==> src/rtl/wdt_pkg.sv <==
// Shared types and helpers for the watchdog reset timer.
// Assumes: nothing beyond IEEE 1800-2017 constant functions.
package wdt_pkg;

    // State of the reset-request stretcher.
    typedef enum logic {
        PS_IDLE = 1'b0,
        PS_HOLD = 1'b1
    } pulse_state_e;

    // Bit width able to hold values 0..n-1, never narrower than 1.
    function automatic int unsigned cnt_width(input int unsigned n);
        return (n < 2) ? 1 : $clog2(n);
    endfunction

endpackage

==> src/rtl/wdt_prescaler.sv <==
// Divides the system clock into machine-cycle ticks.
// Emits one tick every PRESCALE clocks while run is high; clr returns to phase zero.
// Assumes: clr and run come from registered control in the parent.
module wdt_prescaler #(
    parameter int unsigned PRESCALE = 12
) (
    input  logic clk,
    input  logic rst_n,
    input  logic clr,
    input  logic run,
    output logic tick
);
    import wdt_pkg::*;

    localparam int unsigned PRE_W = cnt_width(PRESCALE);

    generate
        if (PRESCALE > 1) begin : g_div
            logic [PRE_W-1:0] phase;

            // Advance the sub-cycle phase, wrapping at the end of each machine cycle.
            always_ff @(posedge clk) begin
                if (!rst_n)
                    phase <= '0;
                else if (clr)
                    phase <= '0;
                else if (run)
                    phase <= (phase == PRE_W'(PRESCALE - 1)) ? '0 : phase + 1'b1;
            end

            assign tick = run && (phase == PRE_W'(PRESCALE - 1));

            AST_PHASE_IN_RANGE: assert property (@(posedge clk) disable iff (!rst_n)
                phase <= PRE_W'(PRESCALE - 1));

            AST_PHASE_HELD: assert property (@(posedge clk) disable iff (!rst_n)
                !run && !clr |=> $stable(phase));
        end else begin : g_bypass
            logic unused_ok;
            assign unused_ok = clk ^ rst_n ^ clr;
            assign tick      = run;
        end
    endgenerate

endmodule

==> src/rtl/wdt_interval_counter.sv <==
// Counts machine-cycle ticks and flags the last tick of the interval.
// expire is high for one clock when the MACHINE_CYCLES-th tick occurs.
// Assumes: the parent clears this counter on expire, restart or when disarmed.
module wdt_interval_counter #(
    parameter int unsigned MACHINE_CYCLES = 122800
) (
    input  logic clk,
    input  logic rst_n,
    input  logic clr,
    input  logic tick,
    output logic expire
);
    import wdt_pkg::*;

    localparam int unsigned CNT_W = cnt_width(MACHINE_CYCLES);

    logic [CNT_W-1:0] mcount;

    // Count elapsed machine cycles since the last clear.
    always_ff @(posedge clk) begin
        if (!rst_n)
            mcount <= '0;
        else if (clr)
            mcount <= '0;
        else if (tick)
            mcount <= mcount + 1'b1;
    end

    assign expire = tick && (mcount == CNT_W'(MACHINE_CYCLES - 1));

    AST_COUNT_IN_RANGE: assert property (@(posedge clk) disable iff (!rst_n)
        mcount <= CNT_W'(MACHINE_CYCLES - 1));

    AST_COUNT_ONLY_ON_TICK: assert property (@(posedge clk) disable iff (!rst_n)
        !tick && !clr |=> $stable(mcount));

endmodule

==> src/rtl/wdt_reset_pulser.sv <==
// Stretches an enabled expiry into a PULSE_LEN-clock reset request and
// keeps the sticky reset-cause flag.
// Assumes: expire cannot occur while a pulse is in progress (parent stops counting).
module wdt_reset_pulser #(
    parameter int unsigned PULSE_LEN = 24
) (
    input  logic clk,
    input  logic rst_n,
    input  logic expire,
    input  logic reset_enable,
    input  logic cause_clear,
    output logic reset_req,
    output logic cause_flag
);
    import wdt_pkg::*;

    localparam int unsigned LEN_W = cnt_width(PULSE_LEN);

    pulse_state_e     state;
    logic [LEN_W-1:0] held;
    logic             fire;

    assign fire = expire && reset_enable;

    // Sequence idle -> hold for PULSE_LEN clocks -> idle.
    always_ff @(posedge clk) begin
        if (!rst_n) begin
            state <= PS_IDLE;
            held  <= '0;
        end else begin
            case (state)
                PS_IDLE: begin
                    held <= '0;
                    if (fire)
                        state <= PS_HOLD;
                end
                PS_HOLD: begin
                    if (held == LEN_W'(PULSE_LEN - 1)) begin
                        state <= PS_IDLE;
                        held  <= '0;
                    end else begin
                        held <= held + 1'b1;
                    end
                end
                default: state <= PS_IDLE;
            endcase
        end
    end

    // Keep the cause flag; a new watchdog reset wins over a software clear.
    always_ff @(posedge clk) begin
        if (!rst_n)
            cause_flag <= 1'b0;
        else if (fire)
            cause_flag <= 1'b1;
        else if (cause_clear)
            cause_flag <= 1'b0;
    end

    assign reset_req = (state == PS_HOLD);

    AST_FLAG_WITH_REQ: assert property (@(posedge clk) disable iff (!rst_n)
        $rose(reset_req) |-> cause_flag);

    AST_PULSE_HOLDS: assert property (@(posedge clk) disable iff (!rst_n)
        reset_req && (held != LEN_W'(PULSE_LEN - 1)) |=> reset_req);

    AST_PULSE_ENDS: assert property (@(posedge clk) disable iff (!rst_n)
        reset_req && (held == LEN_W'(PULSE_LEN - 1)) |=> !reset_req);

    AST_FLAG_STICKY: assert property (@(posedge clk) disable iff (!rst_n)
        cause_flag && !cause_clear |=> cause_flag);

    AST_NO_FIRE_IN_PULSE: assert property (@(posedge clk) disable iff (!rst_n)
        reset_req |-> !expire);

endmodule

==> src/rtl/wdt_reset_timer.sv <==
// Watchdog reset timer top. Arms on the first restart after power-on reset,
// times PRESCALE*MACHINE_CYCLES clocks, and requests a processor reset when
// the interval lapses with reset_enable set.
// Assumes: restart_pulse and reset_enable are already filtered by a
// write-protection unit; rst_n is synchronous to clk.
module wdt_reset_timer #(
    parameter int unsigned PRESCALE       = 12,
    parameter int unsigned MACHINE_CYCLES = 122800,
    parameter int unsigned PULSE_LEN      = 24
) (
    input  logic clk,
    input  logic rst_n,
    input  logic restart_pulse,
    input  logic reset_enable,
    input  logic cause_clear,
    output logic reset_req,
    output logic cause_flag
);

    logic armed;
    logic run;
    logic clr;
    logic tick;
    logic expire;

    // Arm on the first restart; power-on reset disarms.
    always_ff @(posedge clk) begin
        if (!rst_n)
            armed <= 1'b0;
        else if (restart_pulse)
            armed <= 1'b1;
    end

    assign run = armed && !reset_req;
    assign clr = !armed || expire || (restart_pulse && !reset_req);

    wdt_prescaler #(
        .PRESCALE (PRESCALE)
    ) u_prescaler (
        .clk   (clk),
        .rst_n (rst_n),
        .clr   (clr),
        .run   (run),
        .tick  (tick)
    );

    wdt_interval_counter #(
        .MACHINE_CYCLES (MACHINE_CYCLES)
    ) u_counter (
        .clk    (clk),
        .rst_n  (rst_n),
        .clr    (clr),
        .tick   (tick),
        .expire (expire)
    );

    wdt_reset_pulser #(
        .PULSE_LEN (PULSE_LEN)
    ) u_pulser (
        .clk          (clk),
        .rst_n        (rst_n),
        .expire       (expire),
        .reset_enable (reset_enable),
        .cause_clear  (cause_clear),
        .reset_req    (reset_req),
        .cause_flag   (cause_flag)
    );

    AST_REQ_NEEDS_ENABLE: assert property (@(posedge clk) disable iff (!rst_n)
        $rose(reset_req) |-> $past(reset_enable));

    AST_DISARMED_QUIET: assert property (@(posedge clk) disable iff (!rst_n)
        !armed |-> !expire && !reset_req);

    AST_PULSE_AFTER_EXPIRE: assert property (@(posedge clk) disable iff (!rst_n)
        $rose(reset_req) |-> $past(expire));

endmodule

==> config.mk <==
export PLATFORM = sky130hd
export DESIGN_NAME = wdt_reset_timer
export DESIGN_NICKNAME = d
export VERILOG_FILES = /design/src/rtl/wdt_pkg.sv /design/src/rtl/wdt_prescaler.sv /design/src/rtl/wdt_interval_counter.sv /design/src/rtl/wdt_reset_pulser.sv /design/src/rtl/wdt_reset_timer.sv
export SDC_FILE = /design/constraint.sdc
export NUM_CORES = 1
export LEC_CHECK = 0
export ABC_AREA = 1
export BUFFER_PORTS_ARGS = -buffer_cell sky130_fd_sc_hd__buf_2
export CELL_PAD_IN_SITES_DETAIL_PLACEMENT = 1
export CELL_PAD_IN_SITES_GLOBAL_PLACEMENT = 2
export CORE_UTILIZATION = 25
export DETAILED_ROUTE_END_ITERATION = 12
export PLACE_DENSITY = 0.65
export SLEW_MARGIN = 15
export SYNTH_ARGS = -nofsm -noshare
export SYNTH_HDL_FRONTEND = slang
export SYNTH_SLANG_ARGS = --single-unit
==> constraint.sdc <==
create_clock -name clk -period 2 [get_ports clk]
set_clock_uncertainty 0.05 [all_clocks]
set_input_delay 0.2 -clock clk [delete_from_list [all_inputs] [get_ports clk]]
set_output_delay 0.2 -clock clk [all_outputs]
set_load 0.05 [all_outputs]
* Word-level counts from Yosys, hierarchy flattened
Cells that the tools add are included.
** Word-level totals
- Word-level logic and storage cells :: 33
- Bits in registers :: 29
- Output and inout port bits :: 2
- Input port bits :: 5
** Cells by class
- Multiplexer cells :: 8
- Add/sub/neg operators :: 3
- Bitwise operators :: 2
- Reduce and logical (&&, ||, !) cells :: 11
- Equal/unequal tests :: 3
** Operators by type and width (number)
- adder 17 x 1 -> 17 bit (second input constant) :: 1
- == test 17 bit (second input constant) :: 1
- case mux 5 bit (2 select lines) :: 1
- adder 5 x 1 -> 5 bit (second input constant) :: 1
- == test 5 bit (second input constant) :: 1
- logical AND 1 bit :: 5
- 2-to-1 mux 5 bit :: 1
- adder 4 x 1 -> 4 bit (second input constant) :: 1
- == test 4 bit (second input constant) :: 1
- 2-to-1 mux 1 bit :: 4
- 2-to-1 mux 4 bit :: 1
- zero test 1 bit :: 2
- logical OR 1 bit :: 2
- inverter 1 bit :: 2
- case mux 1 bit (2 select lines) :: 1
- nonzero test 2 bit :: 1
- OR reduction 2 bit :: 1

* Depth between registers and ports, before layout
- Depth in word-level cells :: 7
- Mapped depth :: 9

* Hierarchy
Synthesis repeated with hierarchy kept, for this count alone.
** Second synthesis, totals
- Cells, all modules :: 210
- Area, all modules :: 1420.1 µm²
** By module, submodules not included
- wdt_interval_counter :: times used 1, seq. area each 340.3 µm², cells an instance 132, area an instance 868.3 µm²
- wdt_reset_pulser :: times used 1, seq. area each 140.1 µm², cells an instance 39, area an instance 292.8 µm²
- wdt_prescaler :: times used 1, seq. area each 80.1 µm², cells an instance 29, area an instance 202.7 µm²
- wdt_reset_timer :: times used 1, seq. area each 20.0 µm², cells an instance 10, area an instance 56.3 µm²

* Least setup slack after synthesis
No wires, ideal clock.
- Path type :: register to register
- From :: register u_pulser.state, in the netlist u_pulser.reset_req
- To :: register u_counter.mcount[12]
- Buffers on the path :: 0
- Stages on the path, launching flop included :: 7
- Arrival :: 1471 ps
- Library setup time :: 64 ps
- Data required time :: 1886 ps
- Setup slack :: 415 ps
- Clock period less this slack :: 1585 ps
- Cells stage by stage :: dfxtp_1 -> nor2_1 -> nor3_4 -> inv_1 -> a21oi_1 -> nand2_1 -> nor2_1
** On the way
- Longest elaborated chain between the ends :: 7
- Elaborated cells between the ends (all ways) :: 8
- Classes of those cells :: 8 x reduce/logical
** RTL lines
- start, declared :: RTL line wdt_reset_pulser.sv:19 : pulse_state_e state;
- start signal, assigned :: RTL line wdt_reset_pulser.sv:28 : state <= PS_IDLE;
- start signal, assigned :: RTL line wdt_reset_pulser.sv:35 : state <= PS_HOLD;
- start signal, assigned :: RTL line wdt_reset_pulser.sv:39 : state <= PS_IDLE;
- zero test 1 bit (*) :: RTL line wdt_reset_timer.sv:34, wdt_reset_timer.sv:35
- logical AND 1 bit :: RTL line wdt_reset_timer.sv:34 : assign run = armed && !reset_req;
- logical AND 1 bit :: RTL line wdt_prescaler.sv:31 : assign tick = run && (phase == PRE_W'(PRESCALE - 1));
- logical AND 1 bit :: RTL line wdt_interval_counter.sv:29 : assign expire = tick && (mcount == CNT_W'(MACHINE_CYCLES - 1));
- logical OR 1 bit (2 in a row) :: RTL line wdt_reset_timer.sv:35 : assign clr = !armed || expire || (restart_pulse && !reset_req);
- OR reduction 2 bit (no line)
- end signal, assigned :: RTL line wdt_interval_counter.sv:26 : mcount <= mcount + 1'b1;
- end, declared :: RTL line wdt_interval_counter.sv:17 : logic [CNT_W-1:0] mcount;
Every way passes the cells marked *; elsewhere a longest branch is shown, timed or not.
A chain may end at the register's enable or synchronous reset.

* Worst setup path after layout
- From :: register u_prescaler.g_div.phase[0]
- To :: register u_counter.mcount[13]
** On the way
- Longest elaborated chain between the ends :: 6
** RTL lines
- start, declared :: RTL line wdt_prescaler.sv:19 : logic [PRE_W-1:0] phase;
- start signal, assigned :: RTL line wdt_prescaler.sv:28 : phase <= (phase == PRE_W'(PRESCALE - 1)) ? '0 : phase + 1'b1;
- == test 4 bit (*) :: RTL line wdt_prescaler.sv:31
- logical AND 1 bit (*) :: RTL line wdt_prescaler.sv:31
- logical AND 1 bit :: RTL line wdt_interval_counter.sv:29
- logical OR 1 bit (2 in a row) :: RTL line wdt_reset_timer.sv:35
- OR reduction 2 bit (no line)
Marked as above.

==> flow_summary.json <==
{
  "cts_tree": "built",
  "power.share.sequential": 0.507,
  "synthXorXnorAreaFrac": 0.0233,
  "initial_utilization": 0.266,
  "p_leak_nw": 0.623,
  "critPathBufInv": 0,
  "vias": 1344,
  "p_clk_frac": 0.470,
  "synth_top_area_share": 0.386,
  "cts.path.max_buffers": 2,
  "area_delta_synth_final_pct": 14.5,
  "maxCapViolCount": 0,
  "synth-compound-area-share": 0.0724,
  "num_rows": 27,
  "grt_pass1_vias": 1329,
  "yosysUniqueCellTypes": 22,
  "cp_top_family": "simple AND/OR/NAND/NOR gates",
  "gp_congestion": 0.705,
  "gr-total-overflow": 0,
  "finalCritPeriodShare": 0.861,
  "synth_largest_area_cell": "dfxtp_1",
  "drive_above_1_share": 0.128,
  "grt_max_degree": 17,
  "synth-simple-area-share": 0.410,
  "avgSynthCellArea_um2": 6.83,
  "port_buffers": 6,
  "dominantRegCellSynth": "dfxtp_1",
  "ctsHoldBuffers": 0,
  "crit_path_cell_trace": "ha_1, nand2_1, nor2_4, nand2_4, nor2_2, a21oi_1, nand2_1, nor2_1",
  "cts.sinks": 29,
  "ys_seq_elements": 29,
  "num_antenna_cells": 0,
  "mostFrequentLayoutCells": "nand2_1, nor2_1, inv_1, dfxtp_1, nand3_1",
  "crit_required_ns": 2.16,
  "hold_path.class": "primary input to flop",
  "clk_pin_slew_ns": 0.07,
  "drtPass1Iterations": 4,
  "synthAdderAreaFrac": 0.0250,
  "critPathMaxStageDelay_ns": 0.47,
  "grt_pass1_wl_mm": 6.22,
  "clock.fmax_mhz": 581,
  "synthCells": 220,
  "hold_violations": 0,
  "ys_warn_count": 0,
  "yosysSeqAreaShare": 0.386,
  "postCtsSetupBuffers": 0,
  "cp.arrival_ns": 1.88,
  "status": "complete, no violations",
  "clock-root-buffer": "clkbuf_8",
  "hold_slack_ns": 0.124,
  "synth_area_leaders": "dfxtp_1, nand2_1, nor2_1, inv_1, nand3_1",
  "slowest_stage": "a21oi_1",
  "chipWidth_um": 79.5,
  "htreeDepth": 2,
  "internal_power_mw": 0.898,
  "worst_pin_slew_ns": 0.558,
  "clk_latency_ns": 0.28,
  "dieArea_um2": 6330,
  "crit_path_end_kind": "flop",
  "grt_usage": 0.130,
  "die_h_um": 79.5,
  "ir_worst_vdd_uv": 282,
  "cp-start-kind": "flop",
  "slew_headroom": 0.628,
  "ys_async_sr_fraction": 0,
  "tritoncts.num_buffers": 5,
  "drt_wl_total_mm": 3.56,
  "crit_fanout": 8,
  "final_common_cell": "nand2_1",
  "antenna_found_initial": 0,
  "post_cts_resize_count": 0,
  "finalSetupTns_ns": 0,
  "synth_top_family_by_area": "simple AND/OR/NAND/NOR gates",
  "synth_nets": 228,
  "viasPerCell": 4.39,
  "crit_type": "flop to flop",
  "sw_frac_of_total": 0.216,
  "p_switching_mw": 0.247,
  "setup_viol_count_final": 0,
  "boundaryPins": 7,
  "report.final.slew_viol_count": 0,
  "antenna_left": 0,
  "hpwl_mm": 2.73,
  "synthMuxAreaShare": 0,
  "syn-cell-area_um2": 1500,
  "rsz0062_at_grt": "false",
  "crit_top_cell": "nand2_1",
  "period_minus_slack_ns": 1.72,
  "drc": 0,
  "routedWlPerCell_um": 11.6,
  "synth_edf_count": 0,
  "fin_nets": 241,
  "pwr-share-comb": 0.023,
  "powerDensity_nw_per_um2": 666,
  "coreArea_um2": 5640,
  "drt_iter0_drc": 23
}
-- cell type report --
| type | instances | area [µm²] |
|---|---|---|
| Tap cell | 72 | 90.1 |
| Inverter | 30 | 113 |
| Sequential cell | 29 | 581 |
| Clock buffer | 7 | 96.3 |
| Multi-Input combinational cell | 160 | 798 |
| Timing Repair Buffer | 7 | 37.5 |
| Fill cell | 696 | 3920 |
| Clock inverter | 1 | 5.00 |
-- state kept, by name, indices dropped and copies added, names as in the netlist --
register,count
armed,1
u_pulser.held,5
u_pulser.reset_req,1
u_counter.mcount,17
u_prescaler.g_div.phase,4
u_pulser.cause_flag,1
-- routing by layer --
metal,up-vias,wire [µm],global-route usage,share of wire
met3,5,89,0.0343,0.025
met4,0,40,0.0491,0.011
met1,608,1860,0.171,0.52
met2,10,1580,0.203,0.44
met5,-,0,0,0
li1,721,-,-,-
-- Yosys cell counts, drive strengths merged, types with 2 or more instances --
cell	number
nand2	59
nor2	46
inv	30
dfxtp	29
nand3	14
a21oi	11
nand4	7
nor3	6
o21ai	6
ha	3
xor2	3
o21bai	2
-- cells by family (layout without fill, tap and decap cells) --
family / count (synthesis) / count (layout)
AOI/OAI and AO/OA: 20 / 20
xor gates and xnor gates: 4 / 4
adders and majority gates: 3 / 3
buffers and inverters: 31 / 45
DFF: 29 / 29
and+or+nand+nor: 133 / 133
-- tightest hold or removal path, cell delays in order --
cell,delay (ns)
buf_2,0.07
inv_1,0.03
nand2_1,0.05
a21oi_1,0.05
-- worst paths after layout --
path / from / endpoint / slack [ns] / depth (start not counted)
min: cause_clear / u_pulser.cause_flag$_SDFFE_PN0P_ / 0.12 / 4
max reg2reg: u_prescaler.g_div.phase[0]$_SDFFE_PP0N_ / u_counter.mcount[13]$_SDFFE_PP0P_ / 0.28 / 8
max: u_prescaler.g_div.phase[0]$_SDFFE_PP0N_ / u_counter.mcount[13]$_SDFFE_PP0P_ / 0.28 / 8
min reg2reg: u_pulser.held[3]$_SDFF_PP0_ / u_pulser.held[3]$_SDFF_PP0_ / 0.42 / 2
-- power by group through the flow --
stage          registers, mW  logic, mW  clock network (mW)
2_1_floorplan          0.593     0.0196                   0
3_3_place_gp           0.593     0.0283                   0
3_5_place_dp           0.593     0.0278                   0
4_1_cts                0.580     0.0280               0.567
5_1_grt                0.580     0.0307               0.600
6_report               0.580     0.0268               0.539
-- metrics by stage --
stage / setup WS, ns / utilization / cell area (µm²) / power (mW) / std cells
3_5_place_dp: 0.238 / 0.287 / 1620 / 0.621 / 298
3_3_place_gp: 0.226 / 0.287 / 1620 / 0.621 / 298
2_1_floorplan: 0.415 / - / 1500 / 0.613 / 220
4_1_cts: 0.222 / 0.305 / 1720 / 1.18 / 306
6_report: 0.278 / 0.305 / 1720 / 1.15 / 306
5_1_grt: 0.0658 / 0.305 / 1720 / 1.21 / 306
Note: power is estimated with default switching activity, not from simulation.
